===== src/rtl/intack_seq.sv =====
module intack_seq #(
  parameter int N_IRQ = 8
) (
  input  logic                      clk,
  input  logic                      rst_n,
  input  logic [N_IRQ-1:0]          irq_i,
  input  logic                      lvl_mode_i,
  input  logic                      aeoi_i,
  input  logic                      casc_i,
  input  logic                      master_i,
  input  logic [N_IRQ-1:0]          slave_map_i,
  input  logic [$clog2(N_IRQ)-1:0]  my_id_i,
  input  logic [$clog2(N_IRQ)-1:0]  cas_i,
  input  logic [7-$clog2(N_IRQ):0]  vec_base_i,
  input  logic                      win_vld_i,
  input  logic [$clog2(N_IRQ)-1:0]  win_lvl_i,
  input  logic                      inta_n_i,
  input  logic                      rd_n_i,
  input  logic                      poll_arm_i,
  input  logic                      eoi_stb_i,
  input  logic [$clog2(N_IRQ)-1:0]  eoi_lvl_i,
  output logic [N_IRQ-1:0]          pend_o,
  output logic [N_IRQ-1:0]          insvc_o,
  output logic                      int_o,
  output logic [$clog2(N_IRQ)-1:0]  cas_o,
  output logic [7:0]                dout_o,
  output logic                      doe_o
);
  localparam int LW = $clog2(N_IRQ);
  localparam logic [LW-1:0] LVL_DFLT = LW'(N_IRQ - 1);

  typedef enum logic [1:0] {PH_IDLE, PH_ONE, PH_GAP, PH_TWO} phase_t;

  phase_t           phase_q, phase_d;
  logic [N_IRQ-1:0] irq_q, pend_q, isr_q, pend_d, isr_d;
  logic [N_IRQ-1:0] req_new, clr_req, aeoi_clr, eoi_clr;
  logic             inta_q, rd_q, hit_q, poll_q, prd_q;
  logic [LW-1:0]    lvl_q;
  logic [7:0]       pbyte_q;
  logic             a_fall, a_rise, r_fall, r_rise;
  logic             ack_cap, poll_cap, take;
  logic             slave_hit, vec_ok, vec_on, cas_win;

  function automatic logic [N_IRQ-1:0] bit_of(input logic [LW-1:0] l);
    return {{(N_IRQ-1){1'b0}}, 1'b1} << l;
  endfunction

  assign a_fall   = inta_q & ~inta_n_i;
  assign a_rise   = ~inta_q & inta_n_i;
  assign r_fall   = rd_q & ~rd_n_i;
  assign r_rise   = ~rd_q & rd_n_i;

  assign ack_cap  = (phase_q == PH_IDLE) & a_fall;
  assign poll_cap = (phase_q == PH_IDLE) & ~a_fall & poll_q & r_fall;
  assign take     = (ack_cap | poll_cap) & win_vld_i;

  assign clr_req  = take ? bit_of(win_lvl_i) : '0;
  assign aeoi_clr = (phase_q == PH_TWO && a_rise && aeoi_i && hit_q) ? bit_of(lvl_q) : '0;
  assign eoi_clr  = eoi_stb_i ? bit_of(eoi_lvl_i) : '0;

  assign req_new  = lvl_mode_i ? irq_i : (irq_i & ~irq_q);
  assign pend_d   = ((pend_q & irq_i) | req_new) & ~clr_req;
  assign isr_d    = (isr_q | clr_req) & ~aeoi_clr & ~eoi_clr;

  always_comb begin
    phase_d = phase_q;
    case (phase_q)
      PH_IDLE: if (a_fall) phase_d = PH_ONE;
      PH_ONE:  if (a_rise) phase_d = PH_GAP;
      PH_GAP:  if (a_fall) phase_d = PH_TWO;
      PH_TWO:  if (a_rise) phase_d = PH_IDLE;
      default: phase_d = PH_IDLE;
    endcase
  end

  always_ff @(posedge clk or negedge rst_n) begin
    if (!rst_n) begin
      phase_q <= PH_IDLE;
      irq_q   <= '0;
      pend_q  <= '0;
      isr_q   <= '0;
      inta_q  <= 1'b1;
      rd_q    <= 1'b1;
      hit_q   <= 1'b0;
      lvl_q   <= '0;
      poll_q  <= 1'b0;
      prd_q   <= 1'b0;
      pbyte_q <= '0;
    end else begin
      phase_q <= phase_d;
      irq_q   <= irq_i;
      pend_q  <= pend_d;
      isr_q   <= isr_d;
      inta_q  <= inta_n_i;
      rd_q    <= rd_n_i;
      if (ack_cap) begin
        hit_q <= win_vld_i;
        lvl_q <= win_vld_i ? win_lvl_i : LVL_DFLT;
      end
      if (poll_arm_i)    poll_q <= 1'b1;
      else if (poll_cap) poll_q <= 1'b0;
      if (poll_cap) begin
        prd_q   <= 1'b1;
        pbyte_q <= win_vld_i ? {1'b1, {(7-LW){1'b0}}, win_lvl_i} : 8'h00;
      end else if (r_rise) begin
        prd_q   <= 1'b0;
      end
    end
  end

  assign slave_hit = slave_map_i[lvl_q];
  assign vec_ok    = ~casc_i | (master_i ? ~slave_hit : (cas_i == my_id_i));
  assign vec_on    = (phase_q == PH_TWO) & vec_ok;
  assign cas_win   = (phase_q == PH_GAP) | (phase_q == PH_TWO);

  assign pend_o  = pend_q;
  assign insvc_o = isr_q;
  assign cas_o   = (casc_i & master_i & cas_win & slave_hit) ? lvl_q : '0;
  assign dout_o  = vec_on ? {vec_base_i, lvl_q} : (prd_q ? pbyte_q : 8'h00);
  assign doe_o   = vec_on | prd_q;
  assign int_o   = win_vld_i & (phase_q == PH_IDLE) & ~prd_q;
endmodule


===== config.mk =====
export PLATFORM = sky130hd
export DESIGN_NAME = intack_seq
export DESIGN_NICKNAME = d
export VERILOG_FILES = /design/src/rtl/intack_seq.sv
export SDC_FILE = /design/constraint.sdc
export NUM_CORES = 1
export LEC_CHECK = 0
export CORE_ASPECT_RATIO = 0.9
export CORE_UTILIZATION = 28
export CTS_CLUSTER_SIZE = 28
export DETAILED_ROUTE_END_ITERATION = 10
export HOLD_SLACK_MARGIN = 0.05
export SYNTH_ARGS = -nofsm -noshare
export SYNTH_HDL_FRONTEND = slang
export SYNTH_SLANG_ARGS = --single-unit

===== constraint.sdc =====
create_clock -name clk -period 4.25 [get_ports clk]
set_input_delay 0.425 -clock clk [delete_from_list [all_inputs] [get_ports clk]]
set_output_delay 0.425 -clock clk [all_outputs]
set_load 0.02 [all_outputs]

# [Word level (Yosys, flattened, before mapping)]
# Cells that the tools add are included.
[totals] register_bits=42
[classes] n_lt_le_gt_ge=1 eq_ne=8 shifts=3 n_mux=21 bitwise_logic=38 n_reduce_logical=7
[ops] cell="two-way mux 8 bit" count=7
[ops] cell="bitwise AND 8 bit" count=5
[ops] cell="inverter 8 bit" count=4
[ops] cell="left shift 1 x 3 -> 8 bit, first input constant" count=3
[ops] cell="bitwise OR 8 bit" count=2
[ops] cell="bitwise AND 1 bit" count=15
[ops] cell="two-way mux 2 bit" count=4
[ops] cell="!= test 2 bit, second input constant" count=4
[ops] cell="inverter 1 bit" count=8
[ops] cell="case mux 2 bit (4 select lines)" count=1
[ops] cell="two-way mux 1 bit" count=6
[ops] cell="two-way mux 3 bit" count=2
[ops] cell="equality test 2 bit, second input constant" count=2
[ops] cell="< comparator 3 x 4 -> 1 bit, second input constant" count=1
[ops] cell="bitwise OR 1 bit" count=4
[ops] cell="AND reduction 4 bit" count=1
[ops] cell="nonzero test 2 bit" count=2
[ops] cell="binary-select mux 1 bit (select 3 bit)" count=1
[ops] cell="equality test 3 bit" count=1
[ops] cell="logical AND 1 bit" count=3
[ops] cell="equality test 2 x 1 -> 1 bit, second input constant" count=1
[ops] cell="zero test 2 bit" count=1

# [Logic depth before layout (Yosys ltp)]
# Gate-level depths: netlist (run 1).
[depth] word_depth=12 depth_mapped=7 mapped_depth_nobuf=6

# [Least setup slack after synthesis (run 1)]
# Ideal clock, no wire load.
[synth_path] path_type="register to output" startpoint="register lvl_q[1]" endpoint="output dout_o[0]" arrival_ps=1737 t_required_ps=3825 setup_slack_ps=2088 stages_incl_launch_ff=7 cell_sequence="dfrtp_1 -> buf_6 -> nor2b_4 -> a21o_1 -> a311oi_4 -> o21ai_2 -> mux2i_1"
[synth_via] elab_chain_len=7
[synth_lines] element="start: declaration" line_no="38" text="logic [LW-1:0] lvl_q;"
[synth_lines] element="start signal: assignment" line_no="98" text="lvl_q <= win_vld_i ? win_lvl_i : LVL_DFLT;"
[synth_lines] element="binary-select mux 1 bit (select 3 bit)" line_no="111" text="assign slave_hit = slave_map_i[lvl_q];"
[synth_lines] element="two-way mux 1 bit (not written as such)" line_no="111"
[synth_lines] element="inverter 1 bit" line_no="112" text="assign vec_ok = ~casc_i | (master_i ? ~slave_hit : (cas_i == my_id_i));"
[synth_lines] element="two-way mux 1 bit" line_no="112"
[synth_lines] element="bitwise OR 1 bit" line_no="112"
[synth_lines] element="bitwise AND 1 bit" line_no="113" text="assign vec_on = (phase_q == PH_TWO) & vec_ok;"
[synth_lines] element="two-way mux 8 bit" line_no="119" text="assign dout_o = vec_on ? {vec_base_i, lvl_q} : (prd_q ? pbyte_q : 8'h00);"
[synth_lines] element="end: declaration" line_no="26" text="output logic [7:0] dout_o,"
# Every way passes these cells. The select of a mux whose other input is x is not followed.

# [Final worst setup path (run 1)]
[layout_path] startpoint="register lvl_q[0]" endpoint="output dout_o[3]"
# Same word-level chain as after synthesis.

==> results of run 1 <==
## cell families after synthesis
kind of cell | synth area share [%]
muxes | 5.03
adders and majority gates | 3.27
buffers and inverters | 3.72
AOI/OAI and AO/OA | 16.8
and+or+nand+nor | 20.1
xor gates and xnor gates | 1.37
DFF | 49.8
## cell usage in the layout (no fill, tap or decap), drive strengths merged, types with 4 or more instances in the layout
| master | count |
|---|---|
| clkbuf | 6 |
| o21ai | 6 |
| a311oi | 5 |
| nand2 | 25 |
| nor2b | 7 |
| clkdlybuf4s50 | 71 |
| and2 | 4 |
| ha | 5 |
| a21oi | 17 |
| dfrtp | 36 |
| inv | 9 |
| nor3 | 6 |
| a31oi | 5 |
| nor2 | 18 |
| mux2i | 4 |
## power breakdown
part | switching, mW | total [mW] | internal [mW]
clock network | 0.125 | 0.313 | 0.188
registers | 0.0690 | 0.505 | 0.436
logic | 0.304 | 0.586 | 0.283
## metal layers
layer	share of wire, %	vias up	wire [microns]
met2	46	54	2280
met1	47	797	2340
met4	0.49	0	24
li1	-	826	-
met5	0	-	0
met3	5.8	2	286
## final cells by class
class                   instances  area (sq um)
fillers                       667          3770
flip-flops and latches         38           953
inverters                       9          33.8
multi-input cells             139           891
clock buffers                   6          82.6
clock inverters                 1          30.0
repair buffers                 72           716
well taps                      90           113
## state kept, by name (all words and copies together) (netlist names), 2 cells and up
| register | flops |
|---|---|
| insvc_o | 8 |
| irq_q | 8 |
| lvl_q | 3 |
| pbyte_q | 4 |
| pend_o | 8 |
| phase_q | 2 |
## path summary, 6_finish.rpt
path | end | startpoint | slack (ns) | cells after the start
min in group clk | pbyte_q[1] | pbyte_q[1] | 0.49 | 2
max in group asynchronous | pend_o[1] | rst_n | 3.46 | 1
max | dout_o[3] | lvl_q[0] | 1.15 | 6
max reg2reg | insvc_o[3] | phase_q[0] | 1.97 | 6
min reg2reg | pbyte_q[1] | pbyte_q[1] | 0.49 | 2
min | poll_q | rst_n | 0.25 | 1
==> results.py, run 1 <==
metrics = {
    "setup_path": {
        "max_stage_delay_ns": 0.60,
        "worstPathRequired_ns": 3.83,
        "worst_setup_path_start_kind": "flip-flop",
        "setup.worst_path.end_class": "output pin",
        "arrival_ns": 2.67,
        "crit_family": "compound AO/OA/AOI/OAI gates",
        "crit_buf_inv": 1,
        "worst_path_max_delay_cell": "clkdlybuf4s50_1",
        "crit_type": "flip-flop to output pin",
        "crit_fanout": 8,
        "critical_path.cell_chain": "nor2_1 -> and4_1 -> a311oi_4 -> o21a_2 -> and2_1 -> clkdlybuf4s50_1",
    },
    "final_layout": {
        "drive_gt1_share_pct": 8.68,
        "stdcell_count": 355,
        "synthToLayoutAreaGrowth_pct": 47.2,
        "final_core_util_pct": 42.8,
        "final_area_sq_um": 2820,
        "antenna_cells": 0,
        "layout.nets": 314,
    },
    "routing": {
        "wire_per_inst_microns": 13.9,
        "drc": 0,
        "drt-initial-drc-count": 29,
        "ant_nets": 0,
        "wl_microns": 4930,
        "num_vias": 1679,
        "post_drt_via_cell_ratio": 4.73,
        "drt_pass1_iterations": 4,
    },
    "global_routing": {
        "antenna_found_initial": 0,
        "track_usage_pct": 14.5,
        "grt_use_met2_pct": 23.3,
        "grt_start_max_net_pins": 39,
        "use_met3_pct": 4.01,
        "grt.overflow.total": 0,
        "use_met1_pct": 19.0,
        "grt_pass1_vias": 1567,
        "top_usage_layer": "met2",
        "grt_pass1_wl_microns": 7860,
    },
    "logic_synthesis": {
        "yosysTopAreaCellShare_pct": 47.0,
        "syn_area_sq_um": 1920,
        "synth_commonest_cells": "dfrtp_1, nand2_1, nor2_1, a21oi_1, inv_1",
        "ys_seq_elements": 38,
        "avgSynthCellArea_sq_um": 9.98,
        "synth_most_common_cell": "dfrtp_1",
        "synth_cell_types": 44,
        "ys_seq_area_share_pct": 49.8,
        "postSynth.topFlopCell": "dfrtp_1",
        "synth_area_leaders": "dfrtp_1, nand2_1, a21oi_1",
        "synth_top_cell_by_area": "dfrtp_1",
        "yosysWarningCount": 0,
        "synth_edf_count": 0,
        "async_reset_ff_share_pct": 100,
        "syn-instance-count": 192,
        "synth_fp_nets": 241,
    },
    "job": {
        "maxCapViolCount": 0,
    },
    "floorplan": {
        "die_h_microns": 80.5,
        "die_area_sq_um": 7180,
        "initial_core_util_pct": 29.1,
        "coreArea_sq_um": 6590,
        "chipWidth_microns": 89.2,
        "design.portCount": 73,
        "num_rows": 28,
    },
    "power": {
        "total_power_mw": 1.40,
        "irDropWorstVdd_mv": 0.234,
        "leakage_nw": 1.19,
        "power.density_nw_per_um2": 498,
    },
    "sta": {
        "clock_skew_ns": 0.00808,
        "worst_pin_slew_ns": 0.861,
        "slew_headroom_pct": 42.6,
        "drv_slew": 0,
        "setup_viol": 0,
        "hold_ws_ns": 0.254,
        "fin_tns_setup_ns": 0,
        "fmax_mhz": 323,
        "rsz0062_at_grt": "no",
        "min_period_ns": 3.10,
        "setup_slack_ns": 1.15,
        "finalCritPeriodShare_pct": 72.8,
        "final-hold-violation-count": 0,
    },
    "place": {
        "port_buffers": 72,
        "place_inst": 348,
        "pre_cts_ws_ns": 1.19,
        "placed_area_sq_um": 2710,
        "gp_congestion": 0.785,
        "place_hpwl_microns": 3730,
    },
    "clocking": {
        "numCtsBuffers": 5,
        "cts_hold_buf": 0,
        "cts_sinks": 38,
        "post_cts_resized": 0,
        "clockBufferDepth": 2,
        "clkLatencyLatePin_ns": 0.28,
        "cts-root-buf": "clkbuf_8",
        "cts_tree": "built",
        "clk_transition_reported_paths_ns": 0.08,
        "htree_levels": 2,
        "cts_setup_buffers": 0,
    },
    "run_status": {
        "outcome": "completed",
    },
    "hold_path": {
        "holdCritPathClass": "primary input to asynchronous set/reset pin",
    },
}
(Power assumes the default switching activity.)
==> inputs of run 2 (changes only) <==
clock period = 2.86 ns   (was 4.25 ns; I/O delays follow)
==> results.py, run 2 (synthesized netlist as in run 1, its figures left out) <==
metrics = {
    "clocking": {
        "clockBufferDepth": 2,
        "cts_sinks": 38,
        "numCtsBuffers": 5,
        "clkLatencyLatePin_ns": 0.28,
        "htree_levels": 2,
        "cts-root-buf": "clkbuf_8",
        "cts_hold_buf": 0,
        "clk_transition_reported_paths_ns": 0.08,
        "cts_tree": "built",
    },
    "setup_path": {
        "crit_type": "flip-flop to output pin",
        "reg2regPathDepth": 7,
        "crit_fanout": 8,
        "r2r-end": "insvc_o[4]",
        "arrival_ns": 2.42,
        "worst_setup_path_start_kind": "flip-flop",
        "r2r_slack_ns": 0.77,
        "setup.worst_path.end_class": "output pin",
        "r2r-start": "phase_q[0]",
        "worstPathRequired_ns": 2.57,
    },
    "sta": {
        "min_period_ns": 2.70,
        "clock_skew_ns": 0.00767,
        "finalCritPeriodShare_pct": 94.5,
        "fin_tns_setup_ns": 0,
        "worst_pin_slew_ns": 0.826,
        "setup_slack_ns": 0.158,
        "slew_headroom_pct": 44.9,
        "drv_slew": 0,
        "final-hold-violation-count": 0,
        "rsz0062_at_grt": "no",
        "setup_viol": 0,
        "fmax_mhz": 370,
    },
    "routing": {
        "drt_pass1_iterations": 4,
        "num_vias": 1683,
        "post_drt_via_cell_ratio": 4.66,
        "ant_nets": 0,
        "wl_microns": 4830,
        "drc": 0,
        "wire_per_inst_microns": 13.4,
        "drt-initial-drc-count": 47,
    },
    "run_status": {
        "outcome": "completed",
    },
    "global_routing": {
        "grt_start_max_net_pins": 39,
        "antenna_found_initial": 0,
        "grt.overflow.total": 0,
        "grt_pass1_vias": 1601,
        "grt_pass1_wl_microns": 7670,
        "track_usage_pct": 14.0,
    },
    "final_layout": {
        "nFillCells": 670,
        "antenna_cells": 0,
        "stdcell_count": 361,
        "seqCellArea_sq_um": 956,
        "final_cell_mix": "clkdlybuf4s50_1, dfrtp_1, nand2_1, nor2_1, a21oi_1",
        "multiInputGateArea_sq_um": 893,
        "drive_gt1_share_pct": 11.8,
        "layout.nets": 319,
        "final_common_cell": "clkdlybuf4s50_1",
        "final_core_util_pct": 43.4,
        "synthToLayoutAreaGrowth_pct": 49.4,
    },
    "floorplan": {
        "initial_core_util_pct": 29.1,
        "num_rows": 28,
        "design.portCount": 73,
        "die_area_sq_um": 7180,
        "die_h_microns": 80.5,
        "coreArea_sq_um": 6590,
        "chipWidth_microns": 89.2,
    },
    "power": {
        "power.density_nw_per_um2": 708,
        "irDropWorstVdd_mv": 0.273,
        "leakage_nw": 1.32,
        "total_power_mw": 2.02,
    },
    "place": {
        "place_hpwl_microns": 3730,
        "pre_cts_ws_ns": 0.0837,
        "gp_congestion": 0.791,
        "port_buffers": 72,
        "place_inst": 351,
    },
    "job": {
        "maxCapViolCount": 0,
    },
    "hold_path": {
        "holdCritPathClass": "primary input to asynchronous set/reset pin",
    },
}
-- run 2: cell count changes in the layout (fill, tap and decap cells not counted) --
| cell | change |
|---|---|
| clkinv_2 | +1 |
| clkdlybuf4s50_1 | -7 |
| dfrtp_2 | +2 |
| dlymetal6s2s_1 | +7 |
| bufinv_16 | -1 |
| clkinvlp_4 | +1 |
| nor2_2 | +1 |
| buf_4 | +5 |
| dfrtp_1 | -2 |
| nor2_1 | -1 |
-- run 2: how the worst max path moves through the flow --
| stage | slack [ns] | startpoint | end | depth (start not counted) |
|---|---|---|---|---|
| final | 0.16 | lvl_q[1] | dout_o[7] | 6 |
| after global routing | 0.04 | lvl_q[0] | dout_o[7] | 6 |
| after CTS | 0.01 | lvl_q[0] | dout_o[3] | 5 |
| after detailed placement | 0.08 | casc_i | dout_o[3] | 6 |
| after global placement | 0.14 | casc_i | dout_o[4] | 6 |
| after floorplan | 0.84 | lvl_q[1] | dout_o[0] | 6 |
-- run 2: metal layers --
layer | up-vias | global-route usage, % | wire [microns]
met5 | - | 0 | 0
met4 | 0 | 3.33 | 24
met3 | 2 | 3.60 | 243
met2 | 51 | 22.0 | 2260
met1 | 791 | 19.2 | 2300
li1 | 839 | - | -
-- run 2: through the flow --
step                hold slack, ns  cell area (sq um)
floorplan                 -0.00959               1920
global placement             0.443               2730
detailed placement           0.441               2730
CTS                          0.125               2830
global route                 0.158               2860
finish                      0.0898               2860
-- run 2: layout make-up --
cell class	instances	share of cell area, %
Clock inverter	2	0.437
Inverter	9	1.18
Multi-Input combinational cell	139	31.2
Clock buffer	6	2.89
Sequential cell	38	33.4
Tap cell	90	3.94
Timing Repair Buffer	77	26.9
-- run 2: report_power, final --
part           internal, mW  leakage (nW)  switching, mW
Sequential            0.651         0.458          0.102
Clock                 0.194        0.0472          0.193
Combinational         0.432         0.816          0.452
Total                  1.28          1.32          0.748
-- run 2: critical path, stage by stage (launching register included) --
cell and delay, ns:
dfrtp_2 0.46, mux2i_1 0.24, nor2_2 0.08, a311oi_4 0.45
o211ai_1 0.15, o21ai_1 0.11, clkdlybuf4s50_1 0.63
-- run 2: what timing repair did --
action                                  CTS  global route
pin swaps                                 1             2
endpoints found under the setup margin    8             8
resized for setup                         2             8
setup buffers                             0             2
